<file path="src/rtl/rs_pkg.sv">
`timescale 1ns/1ps
package rs_pkg;

    typedef enum logic [1:0] {
        ST_FREE  = 2'd0,
        ST_WAIT  = 2'd1,
        ST_READY = 2'd2,
        ST_EXEC  = 2'd3
    } stn_state_e;

endpackage

</file>
<file path="src/rtl/rs_pick.sv">
`timescale 1ns/1ps
module rs_pick #(
    parameter int N     = 3,
    parameter int IDX_W = 2
) (
    input  logic [N-1:0]     req,
    output logic [N-1:0]     gnt,
    output logic [IDX_W-1:0] idx,
    output logic             any
);

    always_comb begin
        gnt = '0;
        idx = '0;
        any = |req;
        for (int i = N - 1; i >= 0; i--) begin
            if (req[i]) begin
                gnt    = '0;
                gnt[i] = 1'b1;
                idx    = IDX_W'(i);
            end
        end
    end

endmodule

</file>
<file path="src/rtl/rs_slot.sv">
`timescale 1ns/1ps
module rs_slot #(
    parameter int DATA_W = 32,
    parameter int TAG_W  = 4
) (
    input  logic              clk,
    input  logic              rst_n,
    input  logic              load,
    input  logic              in_rdy,
    input  logic [TAG_W-1:0]  in_tag,
    input  logic [DATA_W-1:0] in_data,
    input  logic              snoop,
    input  logic              bus_valid,
    input  logic [TAG_W-1:0]  bus_tag,
    input  logic [DATA_W-1:0] bus_data,
    output logic              rdy_nxt,
    output logic [DATA_W-1:0] data
);

    logic              rdy_q;
    logic [TAG_W-1:0]  tag_q;
    logic [TAG_W-1:0]  tag_nxt;
    logic [DATA_W-1:0] data_nxt;

    always_comb begin
        rdy_nxt  = rdy_q;
        tag_nxt  = tag_q;
        data_nxt = data;
        if (load) begin
            tag_nxt = in_tag;
            if (in_rdy) begin
                rdy_nxt  = 1'b1;
                data_nxt = in_data;
            end else if (bus_valid && bus_tag == in_tag) begin
                rdy_nxt  = 1'b1;
                data_nxt = bus_data;
            end else begin
                rdy_nxt  = 1'b0;
            end
        end else if (snoop && !rdy_q && bus_valid && bus_tag == tag_q) begin
            rdy_nxt  = 1'b1;
            data_nxt = bus_data;
        end
    end

    always_ff @(posedge clk) begin
        if (!rst_n) begin
            rdy_q <= 1'b0;
            tag_q <= '0;
            data  <= '0;
        end else begin
            rdy_q <= rdy_nxt;
            tag_q <= tag_nxt;
            data  <= data_nxt;
        end
    end

    // a matching broadcast is taken into a pending operand
    assert_capture_R5: assert property (@(posedge clk) disable iff (!rst_n)
        (snoop && !rdy_q && bus_valid && bus_tag == tag_q)
        |=> (rdy_q && data == $past(bus_data)));

    // a captured operand is held until the next load
    assert_slot_hold_R5: assert property (@(posedge clk) disable iff (!rst_n)
        (rdy_q && !load) |=> (rdy_q && $stable(data)));

    // a non-matching broadcast leaves a pending operand pending
    assert_no_false_capture_R10: assert property (@(posedge clk) disable iff (!rst_n)
        (!load && !rdy_q && !(bus_valid && bus_tag == tag_q)) |=> !rdy_q);

endmodule

</file>
<file path="src/rtl/rs_station.sv">
`timescale 1ns/1ps
module rs_station
    import rs_pkg::*;
#(
    parameter int DATA_W = 32,
    parameter int TAG_W  = 4,
    parameter int OP_W   = 2,
    parameter int MY_TAG = 10
) (
    input  logic              clk,
    input  logic              rst_n,
    input  logic              load,
    input  logic [OP_W-1:0]   in_op,
    input  logic              in_sink_rdy,
    input  logic [TAG_W-1:0]  in_sink_tag,
    input  logic [DATA_W-1:0] in_sink_data,
    input  logic              in_src_rdy,
    input  logic [TAG_W-1:0]  in_src_tag,
    input  logic [DATA_W-1:0] in_src_data,
    input  logic              bus_valid,
    input  logic [TAG_W-1:0]  bus_tag,
    input  logic [DATA_W-1:0] bus_data,
    input  logic              go,
    output logic              is_free,
    output logic              is_ready,
    output logic              req,
    output logic [OP_W-1:0]   op,
    output logic [DATA_W-1:0] sink_data,
    output logic [DATA_W-1:0] src_data
);

    localparam logic [TAG_W-1:0] OWN_TAG = TAG_W'(MY_TAG);

    stn_state_e state_q, state_d;
    logic       snoop;
    logic       sink_nxt, src_nxt;
    logic       own_hit;

    assign snoop   = (state_q == ST_WAIT);
    assign own_hit = bus_valid && (bus_tag == OWN_TAG);

    rs_slot #(.DATA_W(DATA_W), .TAG_W(TAG_W)) sink_i (
        .clk(clk), .rst_n(rst_n), .load(load),
        .in_rdy(in_sink_rdy), .in_tag(in_sink_tag), .in_data(in_sink_data),
        .snoop(snoop), .bus_valid(bus_valid), .bus_tag(bus_tag), .bus_data(bus_data),
        .rdy_nxt(sink_nxt), .data(sink_data)
    );

    rs_slot #(.DATA_W(DATA_W), .TAG_W(TAG_W)) src_i (
        .clk(clk), .rst_n(rst_n), .load(load),
        .in_rdy(in_src_rdy), .in_tag(in_src_tag), .in_data(in_src_data),
        .snoop(snoop), .bus_valid(bus_valid), .bus_tag(bus_tag), .bus_data(bus_data),
        .rdy_nxt(src_nxt), .data(src_data)
    );

    always_comb begin
        state_d = state_q;
        unique case (state_q)
            ST_FREE:  if (load) state_d = (sink_nxt && src_nxt) ? ST_READY : ST_WAIT;
            ST_WAIT:  if (sink_nxt && src_nxt) state_d = ST_READY;
            ST_READY: if (go) state_d = ST_EXEC;
            ST_EXEC:  if (own_hit) state_d = ST_FREE;
            default:  state_d = ST_FREE;
        endcase
    end

    always_ff @(posedge clk) begin
        if (!rst_n) begin
            state_q <= ST_FREE;
            op      <= '0;
        end else begin
            state_q <= state_d;
            if (load) op <= in_op;
        end
    end

    always_comb begin
        is_free  = 1'b0;
        is_ready = 1'b0;
        req      = 1'b0;
        unique case (state_q)
            ST_FREE:  is_free  = 1'b1;
            ST_WAIT:  ;
            ST_READY: begin
                is_ready = 1'b1;
                req      = go;
            end
            ST_EXEC:  req = 1'b1;
            default:  ;
        endcase
    end

    // the array only loads an empty station
    assert_load_only_free_R2: assert property (@(posedge clk) disable iff (!rst_n)
        load |-> (state_q == ST_FREE));

    // a ready station waits until it is picked
    assert_ready_wait_R7: assert property (@(posedge clk) disable iff (!rst_n)
        (state_q == ST_READY && !go) |=> (state_q == ST_READY));

    // a dispatched station keeps asking until its own tag is broadcast
    assert_exec_hold_R9: assert property (@(posedge clk) disable iff (!rst_n)
        (state_q == ST_EXEC && !own_hit) |=> (state_q == ST_EXEC && req));

    // the broadcast of its own tag releases the station
    assert_exec_release_R9: assert property (@(posedge clk) disable iff (!rst_n)
        (state_q == ST_EXEC && own_hit) |=> is_free);

endmodule

</file>
<file path="src/rtl/rs_array.sv">
`timescale 1ns/1ps
module rs_array #(
    parameter int NUM_STN  = 3,
    parameter int TAG_W    = 4,
    parameter int DATA_W   = 32,
    parameter int OP_W     = 2,
    parameter int BASE_TAG = 10
) (
    input  logic               clk,
    input  logic               rst_n,
    input  logic               issue_valid,
    input  logic [OP_W-1:0]    issue_op,
    input  logic               issue_sink_rdy,
    input  logic [TAG_W-1:0]   issue_sink_tag,
    input  logic [DATA_W-1:0]  issue_sink_data,
    input  logic               issue_src_rdy,
    input  logic [TAG_W-1:0]   issue_src_tag,
    input  logic [DATA_W-1:0]  issue_src_data,
    output logic               issue_free,
    output logic [TAG_W-1:0]   issue_tag,
    input  logic               bus_valid,
    input  logic [TAG_W-1:0]   bus_tag,
    input  logic [DATA_W-1:0]  bus_data,
    output logic               disp_valid,
    output logic [OP_W-1:0]    disp_op,
    output logic [TAG_W-1:0]   disp_tag,
    output logic [DATA_W-1:0]  disp_sink,
    output logic [DATA_W-1:0]  disp_src,
    output logic [NUM_STN-1:0] bus_req
);

    localparam int IDX_W = (NUM_STN > 1) ? $clog2(NUM_STN) : 1;
    localparam logic [TAG_W-1:0] TAG0 = TAG_W'(BASE_TAG);

    logic [NUM_STN-1:0] free_v, ready_v, load_v, go_v;
    logic [NUM_STN-1:0] alloc_gnt;
    logic [IDX_W-1:0]   alloc_idx, disp_idx;
    logic               alloc_any;
    logic [OP_W-1:0]    stn_op   [NUM_STN];
    logic [DATA_W-1:0]  stn_sink [NUM_STN];
    logic [DATA_W-1:0]  stn_src  [NUM_STN];

    rs_pick #(.N(NUM_STN), .IDX_W(IDX_W)) alloc_pick_i (
        .req(free_v), .gnt(alloc_gnt), .idx(alloc_idx), .any(alloc_any)
    );

    rs_pick #(.N(NUM_STN), .IDX_W(IDX_W)) disp_pick_i (
        .req(ready_v), .gnt(go_v), .idx(disp_idx), .any(disp_valid)
    );

    assign load_v     = issue_valid ? alloc_gnt : '0;
    assign issue_free = alloc_any;
    assign issue_tag  = TAG0 + TAG_W'(alloc_idx);
    assign disp_tag   = TAG0 + TAG_W'(disp_idx);

    for (genvar g = 0; g < NUM_STN; g++) begin : g_stn
        rs_station #(
            .DATA_W(DATA_W), .TAG_W(TAG_W), .OP_W(OP_W), .MY_TAG(BASE_TAG + g)
        ) stn_i (
            .clk(clk), .rst_n(rst_n), .load(load_v[g]),
            .in_op(issue_op),
            .in_sink_rdy(issue_sink_rdy), .in_sink_tag(issue_sink_tag),
            .in_sink_data(issue_sink_data),
            .in_src_rdy(issue_src_rdy), .in_src_tag(issue_src_tag),
            .in_src_data(issue_src_data),
            .bus_valid(bus_valid), .bus_tag(bus_tag), .bus_data(bus_data),
            .go(go_v[g]),
            .is_free(free_v[g]), .is_ready(ready_v[g]), .req(bus_req[g]),
            .op(stn_op[g]), .sink_data(stn_sink[g]), .src_data(stn_src[g])
        );
    end

    always_comb begin
        disp_op   = '0;
        disp_sink = '0;
        disp_src  = '0;
        for (int i = 0; i < NUM_STN; i++) begin
            if (go_v[i]) begin
                disp_op   = stn_op[i];
                disp_sink = stn_sink[i];
                disp_src  = stn_src[i];
            end
        end
    end

    // a station is never handed to the adder twice in a row
    assert_no_redispatch_R8: assert property (@(posedge clk) disable iff (!rst_n)
        disp_valid |=> (!disp_valid || disp_tag != $past(disp_tag)));

    // the dispatched station raises its bus request in the same cycle
    assert_req_on_dispatch_R9: assert property (@(posedge clk) disable iff (!rst_n)
        disp_valid |-> (bus_req != '0));

    // with nothing free, an issue cannot change the station count
    assert_full_ignore_R3: assert property (@(posedge clk) disable iff (!rst_n)
        (!issue_free && !bus_valid) |=> !issue_free);

endmodule

</file>
<file path="config.mk">
export PLATFORM = sky130hd
export DESIGN_NAME = rs_array
export DESIGN_NICKNAME = d
export VERILOG_FILES = /design/src/rtl/rs_pkg.sv /design/src/rtl/rs_pick.sv /design/src/rtl/rs_slot.sv /design/src/rtl/rs_station.sv /design/src/rtl/rs_array.sv
export SDC_FILE = /design/constraint.sdc
export NUM_CORES = 1
export LEC_CHECK = 0
export BUFFER_PORTS_ARGS = -buffer_cell sky130_fd_sc_hd__buf_2
export CAP_MARGIN = 20
export CORE_UTILIZATION = 58
export DETAILED_ROUTE_END_ITERATION = 6
export PLACE_DENSITY_LB_ADDON = 0.3
export SYNTH_ARGS = -nofsm -noshare
export SYNTH_HDL_FRONTEND = slang
export SYNTH_SLANG_ARGS = --single-unit
</file>
<file path="constraint.sdc">
create_clock -name clk -period 2.95 [get_ports clk]
set_input_delay 0.59 -clock clk [delete_from_list [all_inputs] [get_ports clk]]
set_output_delay 0.59 -clock clk [all_outputs]
set_load 0.1 [all_outputs]
</file>
# Word-level counts from Yosys, hierarchy flattened
# Index checks and enable logic that the tools add are counted.
dict set report totals {
  input_bits 116
  out_inout_bits 79
  regBits 234
  word_cells 197
}
dict set report classes {
  n_reduce_logical 52
  add_sub_neg 2
  muxes 81
  eq_ne 38
}
# cell count
set op_table {}
lappend op_table {{32-bit 2-to-1 mux} 22}
lappend op_table {{2-bit 2-to-1 mux} 24}
lappend op_table {{4-bit == test} 8}
lappend op_table {{1-bit logical AND} 26}
lappend op_table {{2-bit one-hot mux with 4 select lines} 3}
lappend op_table {{1-bit 2-to-1 mux} 22}
lappend op_table {{3-bit 2-to-1 mux} 7}
lappend op_table {{3-bit by 2-bit != test with 1-bit output (second input constant)} 6}
lappend op_table {{2-bit == test (second input constant)} 6}
lappend op_table {{4-bit == test (second input constant)} 3}
lappend op_table {{2-bit by 1-bit != test with 1-bit output (second input constant)} 6}
lappend op_table {{2-bit != test (second input constant)} 6}
lappend op_table {{2-bit AND reduction} 6}
lappend op_table {{4-bit AND reduction} 3}
lappend op_table {{2-bit nonzero test} 6}
lappend op_table {{4-bit by 2-bit adder with 4-bit output (first input constant)} 2}
lappend op_table {{2-bit by 1-bit == test with 1-bit output (second input constant)} 3}
lappend op_table {{1-bit logical NOT} 6}
lappend op_table {{2-bit logical NOT} 3}
lappend op_table {{1-bit one-hot mux with 2 select lines} 3}
lappend op_table {{3-bit OR reduction} 2}

# Longest topological paths before layout
dict set report depth {
  depth_word 11
  mapped_depth 11
  depth_no_buf 8
}

# Modules after synthesis
# A second synthesis with hierarchy kept.
dict set report unflattened {
  cells_unflattened 1480
  hier_area_um2 14923.1
}
# mod n_inst cells_per_inst seq_area_each_um2 area_each_um2
set modules_own_cells {}
lappend modules_own_cells {rs_slot 6 178 740.7 1974.4}
lappend modules_own_cells {rs_array 1 307 0.0 2153.3}
lappend modules_own_cells {{rs_station at g_stn[0].stn_i ...} 2 31 80.1 282.8}
lappend modules_own_cells {{rs_station at g_stn[1].stn_i} 1 31 80.1 272.8}
lappend modules_own_cells {rs_pick 2 6 0.0 42.5}

# Worst setup path before layout
# Ideal clock, no wire load.
dict set report synth_timing {
  path_type {reg-to-output}
  startpoint {register g_stn[2].stn_i.state_q[0]}
  endpoint {output disp_sink[24]}
  t_arrival_ps 3589
  setup_slack_ps -1229
  t_required_ps 2360
  n_path_buf 3
  path_stages_with_launch 10
  path_cell_list {dfxtp_1 inv_1 ha_1 clkbuf_1 clkbuf_1 buf_1 nand2_1 nor2_1 a21oi_1 o21ai_0}
}
dict set report synth_via {
  elab_chain_cells 6
}
# element line_no
set synth_rtl {}
lappend synth_rtl {{start: declaration} rs_station.sv:34} ;# stn_state_e state_q, state_d;
lappend synth_rtl {{start signal: assignment} rs_station.sv:72} ;# state_q <= state_d;
lappend synth_rtl {{2-bit == test} rs_station.sv:81} ;# unique case (state_q)
lappend synth_rtl {{1-bit 2-to-1 mux} rs_station.sv:81}
lappend synth_rtl {{3-bit 2-to-1 mux (3 in series)} rs_pick.sv:17} ;# if (req[i]) begin
lappend synth_rtl {{32-bit 2-to-1 mux} rs_array.sv:78} ;# if (go_v[i]) begin
lappend synth_rtl {{end: declaration} rs_array.sv:27} ;# output logic [DATA_W-1:0] disp_sink,
# No other way between the ends.

# Worst setup path in the final report
dict set report layout_timing {
  startpoint {register g_stn[0].stn_i.state_q[0]}
  endpoint {output issue_tag[1]}
}
dict set report layout_via {
  elab_chain_cells 4
}
# element line_no
set layout_rtl {}
lappend layout_rtl {{start: declaration} rs_station.sv:34}
lappend layout_rtl {{start signal: assignment} rs_station.sv:72}
lappend layout_rtl {{2-bit logical NOT} rs_station.sv:81}
lappend layout_rtl {{1-bit 2-to-1 mux} rs_station.sv:81}
lappend layout_rtl {{2-bit 2-to-1 mux} rs_pick.sv:17}
lappend layout_rtl {{4-bit by 2-bit adder with 4-bit output} rs_array.sv:53} ;# assign issue_tag = TAG0 + TAG_W'(alloc_idx);
lappend layout_rtl {{end: declaration} rs_array.sv:20} ;# output logic [TAG_W-1:0] issue_tag,
# No other way between the ends.

==> results.cfg <==
[run_status]
result_of_the_run = finished, violations left
failed_checks = design-rule violations

[drt]
post-route-drc-count = 2
dr_wl_met2_mm = 18.5
detailroute.via_count = 12800
route.antenna.remaining_nets = 0
drt_iter0_drc = 1122
highest_layer = met4
routed-wl-met3_mm = 2.95
average_wire_per_standard_cell_um = 18.0
routed_wirelength_mm = 38.5
routed_via_density = 5.96
dr.pass1.iters = 7
detail_route.wirelength.met1_mm = 15.6

[placed_design]
dp.final_hpwl_mm = 24.8
numPortBuffers = 192
dp_worst_setup_slack_ns = 0.381
gp_congestion = 0.870

[sta]
timing.clock.skew_ns = 0.0199
finalSetupViolCount = 0
finalCritPeriodShare = 0.962
max_slew.worst_pin.slew_ns = 0.659
final_hold_viol_count = 0
period_minus_slack_ns = 2.84
timing.hold.ws_ns = 0.348
setup_slack_ns = 0.111
finalMaxSlewViolations = 0
slew_headroom = 0.560
timing.fmax_mhz = 352
sum_neg_setup_slack_ns = 0

[clocking]
worst_skew_pair.late_latency_ns = 0.52
clock_tree_from_tritoncts = yes
clockBufferDepth = 3
clock-root-buffer = clkbuf_16
numCtsBuffers = 25
hold_buffers = 0
clock_pin_transition_on_the_worst_setup_and_hold_timing_paths_ns = 0.06
cts_sinks = 234
htreeDepth = 1

[run]
timing.max_cap.violations = 0

[yosys]
post_synthesis_sequential_area_ratio = 0.351
ys_warn_count = 0
async_reset_ff_frac = 0
post_synth_num_cell_types = 54
netlist_instances = 1719
post_synth_edffs = 0
synth_area_per_cell_um2 = 7.76
mappedNetlistArea_um2 = 13300
synth_seq_cells = 234
yosys_most_used_dff = dfxtp_1

[min_path]
holdPathStages = 3
timing.hold.worst.start = issue_op[1]
worst_hold_path_type = primary input to flip-flop
hold_end = g_stn[0].stn_i.op[1]

[setup_path]
cp-end-kind = output pin
timing.critical_path.required_ns = 2.36
most_frequent_cell_on_the_critical_path = inv_1
rr_startpoint = g_stn[0].stn_i.state_q[0]
timing.critical_path.arrival_ns = 2.25
worst-r2r-cell-count = 9
worstPathMaxFanout = 9
timing_worst_setup_path_type = flip-flop to output pin
critical_path.slowest_cell = buf_2
critical-path-max-stage-delay_ns = 0.41
cp_cell_sequence = inv_1 > ha_1 > nor2_1 > buf_4 > and2_2 > inv_1 > buf_2
ff_to_ff_setup_slack_ns = 0.40
r2r-end = g_stn[2].stn_i.sink_i.data[27]
worst_setup_path_start_kind = flip-flop

[pwr]
lkg_pwr_nw = 6.49
report.power.total_w = 0.0132
vdd.ir_drop.worst_mv = 0.739
power-per-cell-area_nw_per_um2 = 802

[global_route]
grt_pass1_wl_mm = 61.4
gr-total-overflow = 0
grt_pass1_vias = 12300
grt_antenna_before_repair = 0
largest_net_degree_at_the_start_of_global_routing = 73
grt.total_usage = 0.318

[floorplanning]
initial_core_util = 0.591
dieArea_um2 = 23600
core_area_um2 = 22600
die_width_um = 154
io_pins = 195
dieHeight_um = 154
num_rows = 55

[cells_and_area]
share_of_layout_cells_above_drive_strength_1 = 0.200
finish.net_count = 1969
layout.cells.most_common = nor2_1
utilization = 0.730
antenna_cells = 0
areaGrowthSynthToFinish_pct = 23.6
layout_common_cells = nor2_1 (367), a21oi_1 (292), mux2i_1 (257)
## repair_timing
item                                    CTS  global route
endpoints found under the setup margin   17            21
resized for setup                         1             1
hold endpoints to repair                  0             0
buffers inserted                          1             4
## kinds of logic after synthesis
group                      count (synthesis)  synth area share
xor gates and xnor gates                  32            0.0238
AOI/OAI and AO/OA                        395             0.160
buffers and inverters                    160            0.0733
muxes                                    258             0.194
other                                      1          0.000281
adders and majority gates                 12            0.0113
and+or+nand+nor                          627             0.186
DFF                                      234             0.351
## layout make-up
class	instances	area (um2)
Clock inverter	10	204
Timing Repair Buffer	239	2530
Sequential cell	234	4680
Inverter	15	61.3
Fill cell	1644	6090
Multi-Input combinational cell	1326	7980
Clock buffer	33	666
Tap cell	285	357
## report_power, final
group | switching (W) | total (W) | internal [W] | leakage [nW]
Sequential | 0.000255 | 0.00385 | 0.00359 | 1.90
Combinational | 0.00401 | 0.00600 | 0.00199 | 4.17
Clock | 0.00126 | 0.00337 | 0.00210 | 0.425
Total | 0.00553 | 0.0132 | 0.00769 | 6.49
## cells in the mapped netlist (3+ instances only)
cell type | number | share of area
nand4b_1 | 3 | 0.0020
dfxtp_1 | 234 | 0.35
buf_4 | 11 | 0.0062
xnor2_2 | 5 | 0.0061
xnor2_1 | 7 | 0.0046
nand3_1 | 6 | 0.0023
nor3_1 | 9 | 0.0034
o21ai_0 | 75 | 0.028
and3_1 | 8 | 0.0038
clkbuf_1 | 77 | 0.022
dlygate4sd3_1 | 4 | 0.0030
inv_1 | 15 | 0.0042
o21ai_4 | 4 | 0.0049
a211oi_1 | 4 | 0.0023
nor2b_1 | 4 | 0.0019
buf_8 | 9 | 0.010
a21oi_1 | 292 | 0.11
buf_2 | 12 | 0.0045
xor2_1 | 20 | 0.013
nor2_1 | 367 | 0.10
mux2i_1 | 257 | 0.19
buf_1 | 13 | 0.0037
buf_12 | 6 | 0.0090
nand2_1 | 212 | 0.060
buf_6 | 10 | 0.0084
or2_2 | 4 | 0.0019
ha_1 | 12 | 0.011
a31oi_1 | 3 | 0.0014
## sequential cells by signal (all words and copies together), names as in the netlist
| signal | count |
|---|---|
| g_stn.stn_i.op | 6 |
| g_stn.stn_i.sink_i.data | 96 |
| g_stn.stn_i.sink_i.rdy_q | 3 |
| g_stn.stn_i.sink_i.tag_q | 12 |
| g_stn.stn_i.src_i.data | 96 |
| g_stn.stn_i.src_i.rdy_q | 3 |
| g_stn.stn_i.src_i.tag_q | 12 |
| g_stn.stn_i.state_q | 6 |
## how the worst max path moves through the flow
| stage | startpoint | end | slack, ns | depth (start not counted) |
|---|---|---|---|---|
| 3_3_place_gp | bus_tag[3] | g_stn[1].stn_i.src_i.data[16] | 0.49 | 8 |
| 2_1_floorplan | g_stn[2].stn_i.state_q[0] | disp_sink[24] | -0.47 | 9 |
| 4_1_cts | g_stn[2].stn_i.state_q[0] | disp_src[30] | 0.03 | 8 |
| 5_1_grt | g_stn[0].stn_i.state_q[0] | issue_tag[1] | -0.003 | 7 |
| 3_5_place_dp | bus_tag[2] | g_stn[0].stn_i.state_q[1] | 0.38 | 7 |
| 6_report | g_stn[0].stn_i.state_q[0] | issue_tag[1] | 0.11 | 7 |
## critical path: cells and delay by family, from the launching register on
kind,cells,cell delay (ns)
buf+inv,4,0.74
flops,1,0.35
fa+ha+maj,1,0.35
simple gates,2,0.30
## layer usage
metal	track usage	vias up
met5	0	-
met4	0.140	0
met3	0.0380	119
met2	0.544	651
met1	0.404	5938
li1	-	6067
## per-stage QoR
stage               cell area, um2  std cells
CTS                          16400       2138
finish                       16500       2142
global placement             15500       2094
global route                 16500       2142
detailed placement           15500       2094
floorplan                    13600       1720
Power figures use the tool's default switching activity.
